File: config.mk
export PLATFORM = sky130hd
export DESIGN_NAME = gpr_file
export DESIGN_NICKNAME = d
export VERILOG_FILES = /design/src/rtl/gpr_pkg.sv /design/src/rtl/gpr_write_decode.sv /design/src/rtl/gpr_half_lane.sv /design/src/rtl/gpr_read_port.sv /design/src/rtl/gpr_file.sv
export SDC_FILE = /design/constraint.sdc
export NUM_CORES = 1
export LEC_CHECK = 0
export CAP_MARGIN = 10
export CORE_ASPECT_RATIO = 0.75
export CORE_MARGIN = 2
export CORE_UTILIZATION = 45
export DETAILED_ROUTE_END_ITERATION = 8
export PLACE_DENSITY = 0.67
export SYNTH_ARGS = -nofsm -noshare
export SYNTH_HDL_FRONTEND = slang
export SYNTH_SLANG_ARGS = --single-unit
File: constraint.sdc
create_clock -name clk -period 3.54 [get_ports clk]
set_input_delay 0.708 -clock clk [delete_from_list [all_inputs] [get_ports clk]]
set_output_delay 0.708 -clock clk [all_outputs]
set_load 0.01 [all_outputs]
File: src/rtl/gpr_pkg.sv
package gpr_pkg;

    localparam int REG_CNT  = 8;
    localparam int SEL_W    = 3;
    localparam int ALIAS_CNT = 4;

    typedef enum logic [SEL_W-1:0] {
        GR_ACC = 3'd0,
        GR_CNT = 3'd1,
        GR_DAT = 3'd2,
        GR_BAS = 3'd3,
        GR_SP  = 3'd4,
        GR_BP  = 3'd5,
        GR_SI  = 3'd6,
        GR_DI  = 3'd7
    } gr_code_e;

endpackage

File: src/rtl/gpr_write_decode.sv
module gpr_write_decode
    import gpr_pkg::*;
#(
    parameter int WORD_W = 16,
    localparam int HALF_W = WORD_W / 2
) (
    input  logic                              wr_en,
    input  logic                              wr_byte,
    input  logic [SEL_W-1:0]                  wr_sel,
    input  logic [WORD_W-1:0]                 wr_data,
    input  logic                              pair_wr_en,
    input  logic [2*WORD_W-1:0]               pair_wr_data,
    output logic [REG_CNT-1:0]                lo_we,
    output logic [REG_CNT-1:0]                hi_we,
    output logic [REG_CNT-1:0][HALF_W-1:0]    lo_d,
    output logic [REG_CNT-1:0][HALF_W-1:0]    hi_d
);

    for (genvar i = 0; i < REG_CNT; i++) begin : g_lane
        localparam logic [SEL_W-1:0] WORD_CODE = SEL_W'(i);
        localparam logic [SEL_W-1:0] LO_CODE   = SEL_W'(i % ALIAS_CNT);
        localparam logic [SEL_W-1:0] HI_CODE   = SEL_W'((i % ALIAS_CNT) + ALIAS_CNT);
        localparam bit ALIASED  = (i < ALIAS_CNT);
        localparam bit PAIR_LO  = (i == int'(GR_ACC));
        localparam bit PAIR_HI  = (i == int'(GR_DAT));

        logic ord_lo, ord_hi;

        always_comb begin
            if (wr_byte) begin
                ord_lo = wr_en && ALIASED && (wr_sel == LO_CODE);
                ord_hi = wr_en && ALIASED && (wr_sel == HI_CODE);
            end else begin
                ord_lo = wr_en && (wr_sel == WORD_CODE);
                ord_hi = ord_lo;
            end
        end

        if (PAIR_LO || PAIR_HI) begin : g_pair
            localparam int BASE = PAIR_HI ? WORD_W : 0;
            always_comb begin
                if (pair_wr_en) begin
                    lo_we[i] = 1'b1;
                    hi_we[i] = 1'b1;
                    lo_d[i]  = pair_wr_data[BASE +: HALF_W];
                    hi_d[i]  = pair_wr_data[BASE+HALF_W +: HALF_W];
                end else begin
                    lo_we[i] = ord_lo;
                    hi_we[i] = ord_hi;
                    lo_d[i]  = wr_data[HALF_W-1:0];
                    hi_d[i]  = wr_byte ? wr_data[HALF_W-1:0] : wr_data[WORD_W-1:HALF_W];
                end
            end
        end else begin : g_plain
            always_comb begin
                lo_we[i] = ord_lo;
                hi_we[i] = ord_hi;
                lo_d[i]  = wr_data[HALF_W-1:0];
                hi_d[i]  = wr_byte ? wr_data[HALF_W-1:0] : wr_data[WORD_W-1:HALF_W];
            end
        end
    end

endmodule

File: src/rtl/gpr_half_lane.sv
module gpr_half_lane #(
    parameter int HALF_W = 8
) (
    input  logic              clk,
    input  logic              rst_n,
    input  logic              we,
    input  logic [HALF_W-1:0] d,
    output logic [HALF_W-1:0] q
);

    always_ff @(posedge clk or negedge rst_n) begin
        if (!rst_n) begin
            q <= '0;
        end else if (we) begin
            q <= d;
        end
    end

endmodule

File: src/rtl/gpr_read_port.sv
module gpr_read_port
    import gpr_pkg::*;
#(
    parameter int WORD_W = 16,
    localparam int HALF_W = WORD_W / 2
) (
    input  logic [REG_CNT-1:0][WORD_W-1:0] regs,
    input  logic                           rd_byte,
    input  logic [SEL_W-1:0]               rd_sel,
    output logic [WORD_W-1:0]              rd_data
);

    logic [WORD_W-1:0] alias_word;

    always_comb begin
        alias_word = regs[{1'b0, rd_sel[SEL_W-2:0]}];
        if (rd_byte) begin
            rd_data = '0;
            rd_data[HALF_W-1:0] = rd_sel[SEL_W-1] ? alias_word[WORD_W-1:HALF_W]
                                                  : alias_word[HALF_W-1:0];
        end else begin
            rd_data = regs[rd_sel];
        end
    end

endmodule

File: src/rtl/gpr_file.sv
module gpr_file
    import gpr_pkg::*;
#(
    parameter int WORD_W = 16,
    localparam int HALF_W = WORD_W / 2
) (
    input  logic                 clk,
    input  logic                 rst_n,
    input  logic                 wr_en,
    input  logic                 wr_byte,
    input  logic [SEL_W-1:0]     wr_sel,
    input  logic [WORD_W-1:0]    wr_data,
    input  logic                 pair_wr_en,
    input  logic [2*WORD_W-1:0]  pair_wr_data,
    input  logic                 rd_a_byte,
    input  logic [SEL_W-1:0]     rd_a_sel,
    output logic [WORD_W-1:0]    rd_a_data,
    input  logic                 rd_b_byte,
    input  logic [SEL_W-1:0]     rd_b_sel,
    output logic [WORD_W-1:0]    rd_b_data
);

    logic [REG_CNT-1:0]             lo_we, hi_we;
    logic [REG_CNT-1:0][HALF_W-1:0] lo_d, hi_d;
    logic [REG_CNT-1:0][WORD_W-1:0] regs;

    gpr_write_decode #(.WORD_W(WORD_W)) u_dec (
        .wr_en        (wr_en),
        .wr_byte      (wr_byte),
        .wr_sel       (wr_sel),
        .wr_data      (wr_data),
        .pair_wr_en   (pair_wr_en),
        .pair_wr_data (pair_wr_data),
        .lo_we        (lo_we),
        .hi_we        (hi_we),
        .lo_d         (lo_d),
        .hi_d         (hi_d)
    );

    for (genvar i = 0; i < REG_CNT; i++) begin : g_reg
        gpr_half_lane #(.HALF_W(HALF_W)) u_lo (
            .clk   (clk),
            .rst_n (rst_n),
            .we    (lo_we[i]),
            .d     (lo_d[i]),
            .q     (regs[i][HALF_W-1:0])
        );
        gpr_half_lane #(.HALF_W(HALF_W)) u_hi (
            .clk   (clk),
            .rst_n (rst_n),
            .we    (hi_we[i]),
            .d     (hi_d[i]),
            .q     (regs[i][WORD_W-1:HALF_W])
        );
    end

    gpr_read_port #(.WORD_W(WORD_W)) u_rd_a (
        .regs    (regs),
        .rd_byte (rd_a_byte),
        .rd_sel  (rd_a_sel),
        .rd_data (rd_a_data)
    );

    gpr_read_port #(.WORD_W(WORD_W)) u_rd_b (
        .regs    (regs),
        .rd_byte (rd_b_byte),
        .rd_sel  (rd_b_sel),
        .rd_data (rd_b_data)
    );

    // ordinary word write lands whole in the selected register
    a_r2_word_write: assert property (@(posedge clk) disable iff (!rst_n)
        (wr_en && !wr_byte && !pair_wr_en)
        |=> regs[$past(wr_sel)] == $past(wr_data));

    // byte write to a low half keeps the high half
    a_r5_low_keeps_high: assert property (@(posedge clk) disable iff (!rst_n)
        (wr_en && wr_byte && !wr_sel[SEL_W-1] && !pair_wr_en)
        |=> (regs[$past(wr_sel)][WORD_W-1:HALF_W] == $past(regs[wr_sel][WORD_W-1:HALF_W]))
         && (regs[$past(wr_sel)][HALF_W-1:0] == $past(wr_data[HALF_W-1:0])));

    // byte write to a high half keeps the low half
    a_r5_high_keeps_low: assert property (@(posedge clk) disable iff (!rst_n)
        (wr_en && wr_byte && wr_sel[SEL_W-1] && !pair_wr_en)
        |=> (regs[$past({1'b0, wr_sel[SEL_W-2:0]})][HALF_W-1:0]
             == $past(regs[{1'b0, wr_sel[SEL_W-2:0]}][HALF_W-1:0])));

    // pair write fills data and accumulator regardless of ordinary write
    a_r7_pair_write: assert property (@(posedge clk) disable iff (!rst_n)
        pair_wr_en
        |=> (regs[GR_ACC] == $past(pair_wr_data[WORD_W-1:0]))
         && (regs[GR_DAT] == $past(pair_wr_data[2*WORD_W-1:WORD_W])));

    // no enable, no change
    a_r10_idle_stable: assert property (@(posedge clk) disable iff (!rst_n)
        (!wr_en && !pair_wr_en) |=> $stable(regs));

    // byte reads have a zero upper half
    a_r6_byte_upper_zero: assert property (@(posedge clk) disable iff (!rst_n)
        rd_a_byte |-> (rd_a_data[WORD_W-1:HALF_W] == '0));

endmodule

==> flow_summary.yaml, run 1 <==
outcome:
  outcome: "complete, no violations"
critical_path:
  crit_type: "primary input to output port"
  critPathArrivalTime_ps: 2720
  max_stage_delay_ps: 590
  rrSetupSlack_ps: 2720
  critPathBufInv: 2
  startpoint_type: "primary input"
  cp_top_family: "buffers and inverters"
  crit_chain: "clkdlybuf4s50_1 > nor2b_2 > a22oi_1 > a31o_2 > clkdlybuf4s50_1"
  required_ps: 2830
  path_depth: 5
  endpoint_kind: "output port"
  r2r_cells: 2
  cp-startpoint: "rd_b_byte"
  r2r-start: "g_reg[2].u_lo.q[7]"
  crit_path_end: "rd_b_data[1]"
  crit_top_cell: "clkdlybuf4s50_1"
  cp_slowest_cell: "clkdlybuf4s50_1"
  r2r-end: "g_reg[2].u_lo.q[7]"
  worstPathMaxFanout: 8
clock_tree:
  max-clock-path-buffers: 2
  cts.sinks: 128
  h-tree-depth: 4
  clk_latency_ps: 420
  cts_made_buffers: 17
  clk_pin_slew_worst_paths_ps: 50
  cts-root-buf: "clkbuf_16"
  cts_tree: "built"
yosys:
  synth_area_um2: 7750
  synth.distinct_cells: 30
  synthCells: 593
  seq_area_frac_synth_pct: 41.3
  avgSynthCellArea_um2: 13.1
  synth_seq_cells: 128
  synth_xor_area_share_pct: 0.113
  ys_warn_count: 0
  synth-compound-area-share_pct: 6.18
  yosys.area_share.simple_pct: 4.86
  synth_fa_ha_area_share_pct: 0
  synth_top_family_by_area: "multiplexers"
  synthMuxAreaShare_pct: 44.2
  synth_fp_nets: 657
sta:
  finalHoldViolations: 0
  finalSetupViolCount: 0
  rsz0062_at_grt: "no"
  setup_ws_ps: 113
  setup_tns_ps: 0
  period_share_pct: 96.8
  timing.fmax_ghz: 0.292
  min_period_ps: 3430
  tightestPinTransition_ps: 829
  fin_worst_skew_ps: 0
  drv_slew: 0
  slew_headroom_pct: 44.7
floorplanning:
  io_pins: 96
  die_area_um2: 18300
  chipWidth_um: 156
  start_util_pct: 46.1
  die_h_um: 118
  fp-row-count: 41
  core_um2: 16800
cells_and_area:
  fin_area_um2: 9740
  fin_nets: 757
  final_cell_mix: "dfrtp_1, mux2_2, mux2i_1, clkdlybuf4s50_1"
  nFillCells: 1328
  n_antenna_cell: 0
  fin_cells: 921
  layout_commonest_cell: "dfrtp_1"
  drive_above_1_share_pct: 37.3
  area_growth_pct: 25.6
grt:
  grt_pass1_wl_um: 34200
  overflow: 0
  grt_antenna_before_repair: 0
  grt_max_degree: 68
  grt_pass1_vias: 6068
  grtUsageTotal_pct: 24.6
placed_design:
  place.gp.congestion: 0.925
  portBuffers: 95
  place_hpwl_um: 15600
  placed_cell_area_um2: 9060
  placed_cells: 885
  dp_slack_ps: -132
detailed_routing:
  avgRoutedWirePerCell_um: 23.7
  drc_errors: 0
  routed-via-count: 5598
  first_iter_violations: 313
  drtAntennaViolNets: 0
  drt_wl_total_um: 21800
  vias_per_cell: 6.08
  drtPass1Iterations: 4
job:
  drv_cap: 0
pwr:
  ir_worst_vdd_mv: 0.248
  power_uw: 5190
  power_density_nw_per_um2: 533
  cellLeakagePower_uw: 0.00421
min_path:
  hold_class: "primary input to asynchronous set/reset pin"
[synth_stat cells]
cell type	number	area (um^2)
nor2_1	19	71.3
mux2_2	121	1360
inv_2	1	3.75
clkbuf_1	13	48.8
nand4b_1	2	17.5
a22oi_1	32	240
nor4b_2	1	15.0
buf_6	2	22.5
nand4_1	1	6.26
nor4b_1	1	8.76
nand2b_1	1	6.26
and4bb_2	1	12.5
or4_1	2	15.0
nor3_2	2	20.0
mux4_2	32	721
xnor2_1	1	8.76
a31o_2	17	149
mux2i_1	112	1120
o21ai_0	16	80.1
a41o_1	1	10.0
buf_8	1	15.0
and2_1	2	12.5
buf_2	22	110
dfrtp_1	128	3200
nor2b_1	20	125
buf_1	5	18.8
mux2_4	15	225
nand2_2	1	6.26
nand2_1	16	60.1
buf_4	5	37.5
[per-layer routing]
layer | track usage, % | vias to the layer above | wire [um]
met3 | 5.74 | 47 | 1550
li1 | - | 2450 | -
met2 | 37.0 | 227 | 9950
met4 | 8.83 | 0 | 547
met5 | 0 | - | 0
met1 | 34.9 | 2874 | 9760
[power breakdown]
group	switching, uW	internal (uW)
Sequential	246	1780
Clock	651	1120
Combinational	581	814
[layout make-up]
cell class                      count  area (um^2)  share of cell area (%)
Clock buffer                       21          450                    4.63
Inverter                            1         3.75                  0.0386
Clock inverter                     11          139                    1.43
Timing Repair Buffer              129         1360                    14.0
Tap cell                          215          269                    2.76
Sequential cell                   128         3200                    32.9
Multi-Input combinational cell    416         4310                    44.3
[flip-flops by register name, indices dropped and copies added (netlist names)]
name      count
g.u_hi.q     64
g.u_lo.q     64
[cells by family (layout without fill, tap and decap cells)]
family	Yosys count	after routing
multiplexers	280	280
XOR/XNOR	1	1
buffers and inverters	49	162
flip-flops	128	128
AO/OA/AOI/OAI	66	66
AND/OR/NAND/NOR	69	69
[repair_timing]
item,CTS,global route
gates resized for setup,4,5
setup endpoints to repair,16,13
setup buffers,0,2
hold buffers,0,0
cloned,0,2
[worst min-delay path by stage]
| stage | start | endpoint | slack, ps |
|---|---|---|---|
| global placement | g_reg[3].u_lo.q[1] | g_reg[3].u_lo.q[1] | 500 |
| floorplan | rst_n | g_reg[0].u_hi.q[0] | 410 |
| finish | rst_n | g_reg[2].u_lo.q[4] | 380 |
| global route | rst_n | g_reg[2].u_lo.q[4] | 450 |
| detailed placement | g_reg[3].u_lo.q[6] | g_reg[3].u_lo.q[6] | 510 |
| CTS | rst_n | g_reg[2].u_lo.q[4] | 410 |
[metrics by stage]
step | hold WS (ps) | util [%]
after detailed placement | 514 | 53.8
after global placement | 502 | 53.8
after CTS | 408 | 57.4
after global routing | 445 | 57.9
final | 382 | 57.9
after floorplan | 412 | -
Power figures use the tool's default switching activity.
==> run 2, diff against run 1 <==
Settings changed: CORE_UTILIZATION 45 to 40, PLACE_DENSITY 0.67 to 0.61.
==> run 2 against run 1 <==
  * Power up 2.4%
  * Setup slack worse by 19 ps
  * Count of clock-buffer cells in the layout rose by 1
  * Combinational power hardly changed
  * Highest routed layer unchanged
==> flow_summary.yaml, run 2 (synthesized netlist as in run 1, its figures left out) <==
outcome:
  outcome: "complete, no violations"
grt:
  overflow: 0
  grt_pass1_wl_um: 34000
  grt_antenna_before_repair: 0
  grt_pass1_vias: 5895
  grt_max_degree: 39
  grtUsageTotal_pct: 22.2
sta:
  tightestPinTransition_ps: 642
  timing.fmax_ghz: 0.290
  rsz0062_at_grt: "no"
  period_share_pct: 97.4
  finalHoldViolations: 0
  drv_slew: 0
  slew_headroom_pct: 56.9
  finalSetupViolCount: 0
  fin_worst_skew_ps: 0
  min_period_ps: 3450
  holdWs_ps: 277
floorplanning:
  core_um2: 19200
  die_area_um2: 20500
  start_util_pct: 40.5
  fp-row-count: 44
  chipWidth_um: 165
  die_h_um: 125
  io_pins: 96
critical_path:
  cp-startpoint: "rd_b_sel[2]"
  r2r-start: "g_reg[0].u_hi.q[7]"
  worstPathMaxFanout: 24
  r2r-end: "g_reg[0].u_hi.q[7]"
  required_ps: 2830
  startpoint_type: "primary input"
  crit_path_end: "rd_b_data[15]"
  rrSetupSlack_ps: 2720
  endpoint_kind: "output port"
  critPathArrivalTime_ps: 2740
  crit_type: "primary input to output port"
  r2r_cells: 1
detailed_routing:
  drc_errors: 0
  drtPass1Iterations: 6
  drtAntennaViolNets: 0
  vias_per_cell: 5.80
  routed-via-count: 5590
  avgRoutedWirePerCell_um: 23.4
  first_iter_violations: 526
  drt_wl_total_um: 22500
clock_tree:
  cts_hold_repair.buffers: 0
  cts-root-buf: "clkbuf_16"
  cts_made_buffers: 17
  clk_pin_slew_worst_paths_ps: 60
  h-tree-depth: 4
  cts_tree: "built"
  max-clock-path-buffers: 2
  cts.sinks: 128
  clk_latency_ps: 420
cells_and_area:
  fin_nets: 762
  fin_cells: 964
  n_antenna_cell: 0
  reg_top3: "g.u_hi.q (64), g.u_lo.q (64)"
  area_growth_pct: 26.9
  final_cell_mix: "dfrtp_1, mux2_2, mux2i_1, clkdlybuf4s50_1"
  drive_above_1_share_pct: 38.1
  fin_util_pct: 51.3
  layout_commonest_cell: "dfrtp_1"
min_path:
  hold_class: "primary input to asynchronous set/reset pin"
placed_design:
  place_hpwl_um: 15900
  portBuffers: 95
  place.gp.congestion: 0.876
  placed_cells: 929
pwr:
  ir_worst_vdd_mv: 0.221
  cellLeakagePower_uw: 0.00427
  power_density_nw_per_um2: 541
  power_uw: 5320
job:
  drv_cap: 0
## run 2: cell types whose count changed in the layout (fill, tap and decap cells not counted), moves of 2 or more
cell	before	now
buf_12	10	7
buf_4	23	31
clkbuf_1	3	1
clkbuf_8	1	4
clkdlybuf4s50_1	86	82
dlygate4sd2_1	0	3
## run 2: worst min-delay path by stage
stage                        from            endpoint  slack [ps]
6_report                    rst_n  g_reg[6].u_lo.q[6]         280
5_1_grt                     rst_n  g_reg[0].u_lo.q[5]         300
4_1_cts                     rst_n  g_reg[4].u_lo.q[6]         280
3_5_place_dp   g_reg[1].u_hi.q[2]  g_reg[1].u_hi.q[2]         520
3_3_place_gp   g_reg[3].u_lo.q[5]  g_reg[3].u_lo.q[5]         500
2_1_floorplan               rst_n  g_reg[0].u_hi.q[0]         410
## run 2: power breakdown
| part | switching (uW) | total, uW | internal (uW) |
|---|---|---|---|
| Sequential | 246 | 2030 | 1780 |
| Combinational | 580 | 1390 | 809 |
| Clock | 649 | 1900 | 1250 |
## run 2: area by class of cell
class                           instances  area, um^2
Fill cell                            1632        9320
Multi-Input combinational cell        416        4310
Sequential cell                       128        3200
Timing Repair Buffer                  134        1360
Clock buffer                           22         484
Tap cell                              253         317
Clock inverter                         10         156
Inverter                                1        3.75
## run 2: timing repair
action                                 4_1_cts  5_1_grt
cloned                                       0        2
pin swaps                                    0        0
setup endpoints to repair                   20       20
gates resized for setup                      7        7
buffers inserted                             0        1
endpoints found under the hold margin        0        0
## run 2: critical path, cell delays in order
cell,delay (ps)
clkdlybuf4s50_1,510
buf_12,200
mux4_2,510
nor2_1,200
clkdlybuf4s50_1,590
## run 2: metrics by stage
stage	setup WS [ps]	instance area, um^2	setup TNS (ps)
after floorplan	991	7750	0
after global placement	-69.6	9110	-371
after detailed placement	-103	9110	-1020
after CTS	9.34	9760	0
after global routing	23.4	9840	0
final	93.5	9840	0
## run 2: metal layers
metal / vias up / track usage, % / wire [um]
met1: 2876 / 31.8 / 10100
met5: - / 0 / 0
li1: 2461 / - / -
met4: 0 / 5.58 / 280
met3: 28 / 4.90 / 1680
met2: 225 / 34.1 / 10400
==> run 3, diff against run 2 <==
Settings changed: DONT_BUFFER_PORTS set to 1, PLACE_DENSITY 0.61 to 0.54.
==> run 3 against run 2 <==
  * The flow now finishes with violations (hold timing)
  * Sequential power about the same
  * Highest routed layer unchanged
  * First-iteration DRC count shrank 30%
  * Via count decreased by 9.8%
==> flow_summary.yaml, run 3 (synthesized netlist as in run 1, its figures left out) <==
critical_path:
  worstPathMaxFanout: 12
  critPathArrivalTime_ps: 1990
  required_ps: 2830
  r2r_cells: 1
  crit_type: "primary input to output port"
  rrSetupSlack_ps: 2740
  endpoint_kind: "output port"
  startpoint_type: "primary input"
placed_design:
  dp_slack_ps: 914
  place_hpwl_um: 14400
  placed_cell_area_um2: 7850
  placed_cells: 802
  place.gp.congestion: 0.837
  portBuffers: 0
sta:
  min_period_ps: 2700
  timing.fmax_ghz: 0.370
  tightestPinTransition_ps: 1130
  setup_tns_ps: 0
  setup_ws_ps: 837
  slew_headroom_pct: 24.4
  drv_slew: 0
  fin_worst_skew_ps: 0
  finalSetupViolCount: 0
  holdWs_ps: -10.0
  rsz0062_at_grt: "no"
  period_share_pct: 76.4
  finalHoldViolations: 14
cells_and_area:
  layout_commonest_cell: "dfrtp_1"
  fin_nets: 632
  nFillCells: 1721
  final_cell_mix: "dfrtp_1, mux2_2, mux2i_1, mux4_2, a22oi_1"
  reg_top3: "g.u_hi.q (64), g.u_lo.q (64)"
  fin_cells: 835
  fin_area_um2: 8540
  drive_above_1_share_pct: 38.8
  area_growth_pct: 10.1
clock_tree:
  cts-root-buf: "clkbuf_16"
  clk_pin_slew_worst_paths_ps: 60
  cts_resized: 0
  cts_tree: "built"
  max-clock-path-buffers: 2
  h-tree-depth: 4
  cts_made_buffers: 17
  post_cts_buffers: 0
  clk_latency_ps: 420
  cts.sinks: 128
detailed_routing:
  drtAntennaViolNets: 0
  vias_per_cell: 6.04
  first_iter_violations: 367
  avgRoutedWirePerCell_um: 25.3
  drc_errors: 0
  routed-via-count: 5044
  drt_wl_total_um: 21100
  drtPass1Iterations: 5
floorplanning:
  die_h_um: 125
  core_um2: 19200
  start_util_pct: 40.5
  fp-row-count: 44
  die_area_um2: 20500
  io_pins: 96
  chipWidth_um: 165
grt:
  grt_antenna_before_repair: 2
  grt_pass1_vias: 5306
  overflow: 0
  grt_max_degree: 129
  grtUsageTotal_pct: 21.3
  grt_pass1_wl_um: 32100
outcome:
  violations: "hold timing"
  outcome: "finished, violations left"
pwr:
  cellLeakagePower_uw: 0.00362
  ir_worst_vdd_mv: 0.312
  power_density_nw_per_um2: 593
job:
  drv_cap: 0
min_path:
  hold_class: "primary input to asynchronous set/reset pin"
[run 3: cell type report]
cell class                      count  area, um^2  area share [%]
Multi-Input combinational cell    416        4300            50.4
Sequential cell                   128        3200            37.5
Clock buffer                       22         474            5.55
Tap cell                          253         317            3.71
Clock inverter                      9         204            2.39
Timing Repair Buffer                4        30.0           0.352
Antenna cell                        2        5.00          0.0586
Inverter                            1        3.75          0.0440
[run 3: worst max-delay path: stages]
cell     delay [ps]
nor2b_1         740
a22oi_1         200
a31o_2          340
[run 3: through the flow]
stage          total power, uW  util [%]
2_1_floorplan             2880         -
3_3_place_gp              3030      41.0
3_5_place_dp              3080      41.0
4_1_cts                   5110      44.5
5_1_grt                   5300      44.5
6_report                  5060      44.6
[run 3: layer usage]
metal	share of wire, %	GRT usage (%)	routed length, um
met5	0	0	0
met1	44	29.5	9290
met2	46	32.3	9800
met4	1.7	6.29	359
met3	8.0	6.09	1690
[run 3: worst paths after layout]
path                                         start            endpoint
worst max-delay path                     rd_a_byte        rd_a_data[1]
worst min-delay path                         rst_n  g_reg[3].u_lo.q[4]
max in group asynchronous                    rst_n  g_reg[4].u_lo.q[7]
worst max register to register  g_reg[7].u_hi.q[5]  g_reg[7].u_hi.q[5]
worst min register to register  g_reg[3].u_lo.q[1]  g_reg[3].u_lo.q[1]
min in group clk                        pair_wr_en  g_reg[2].u_lo.q[7]
[run 3: report_power, final]
group / switching, uW / total (uW) / internal [uW]
logic: 413 / 1030 / 620
clock network: 634 / 2010 / 1370
registers: 237 / 2020 / 1780
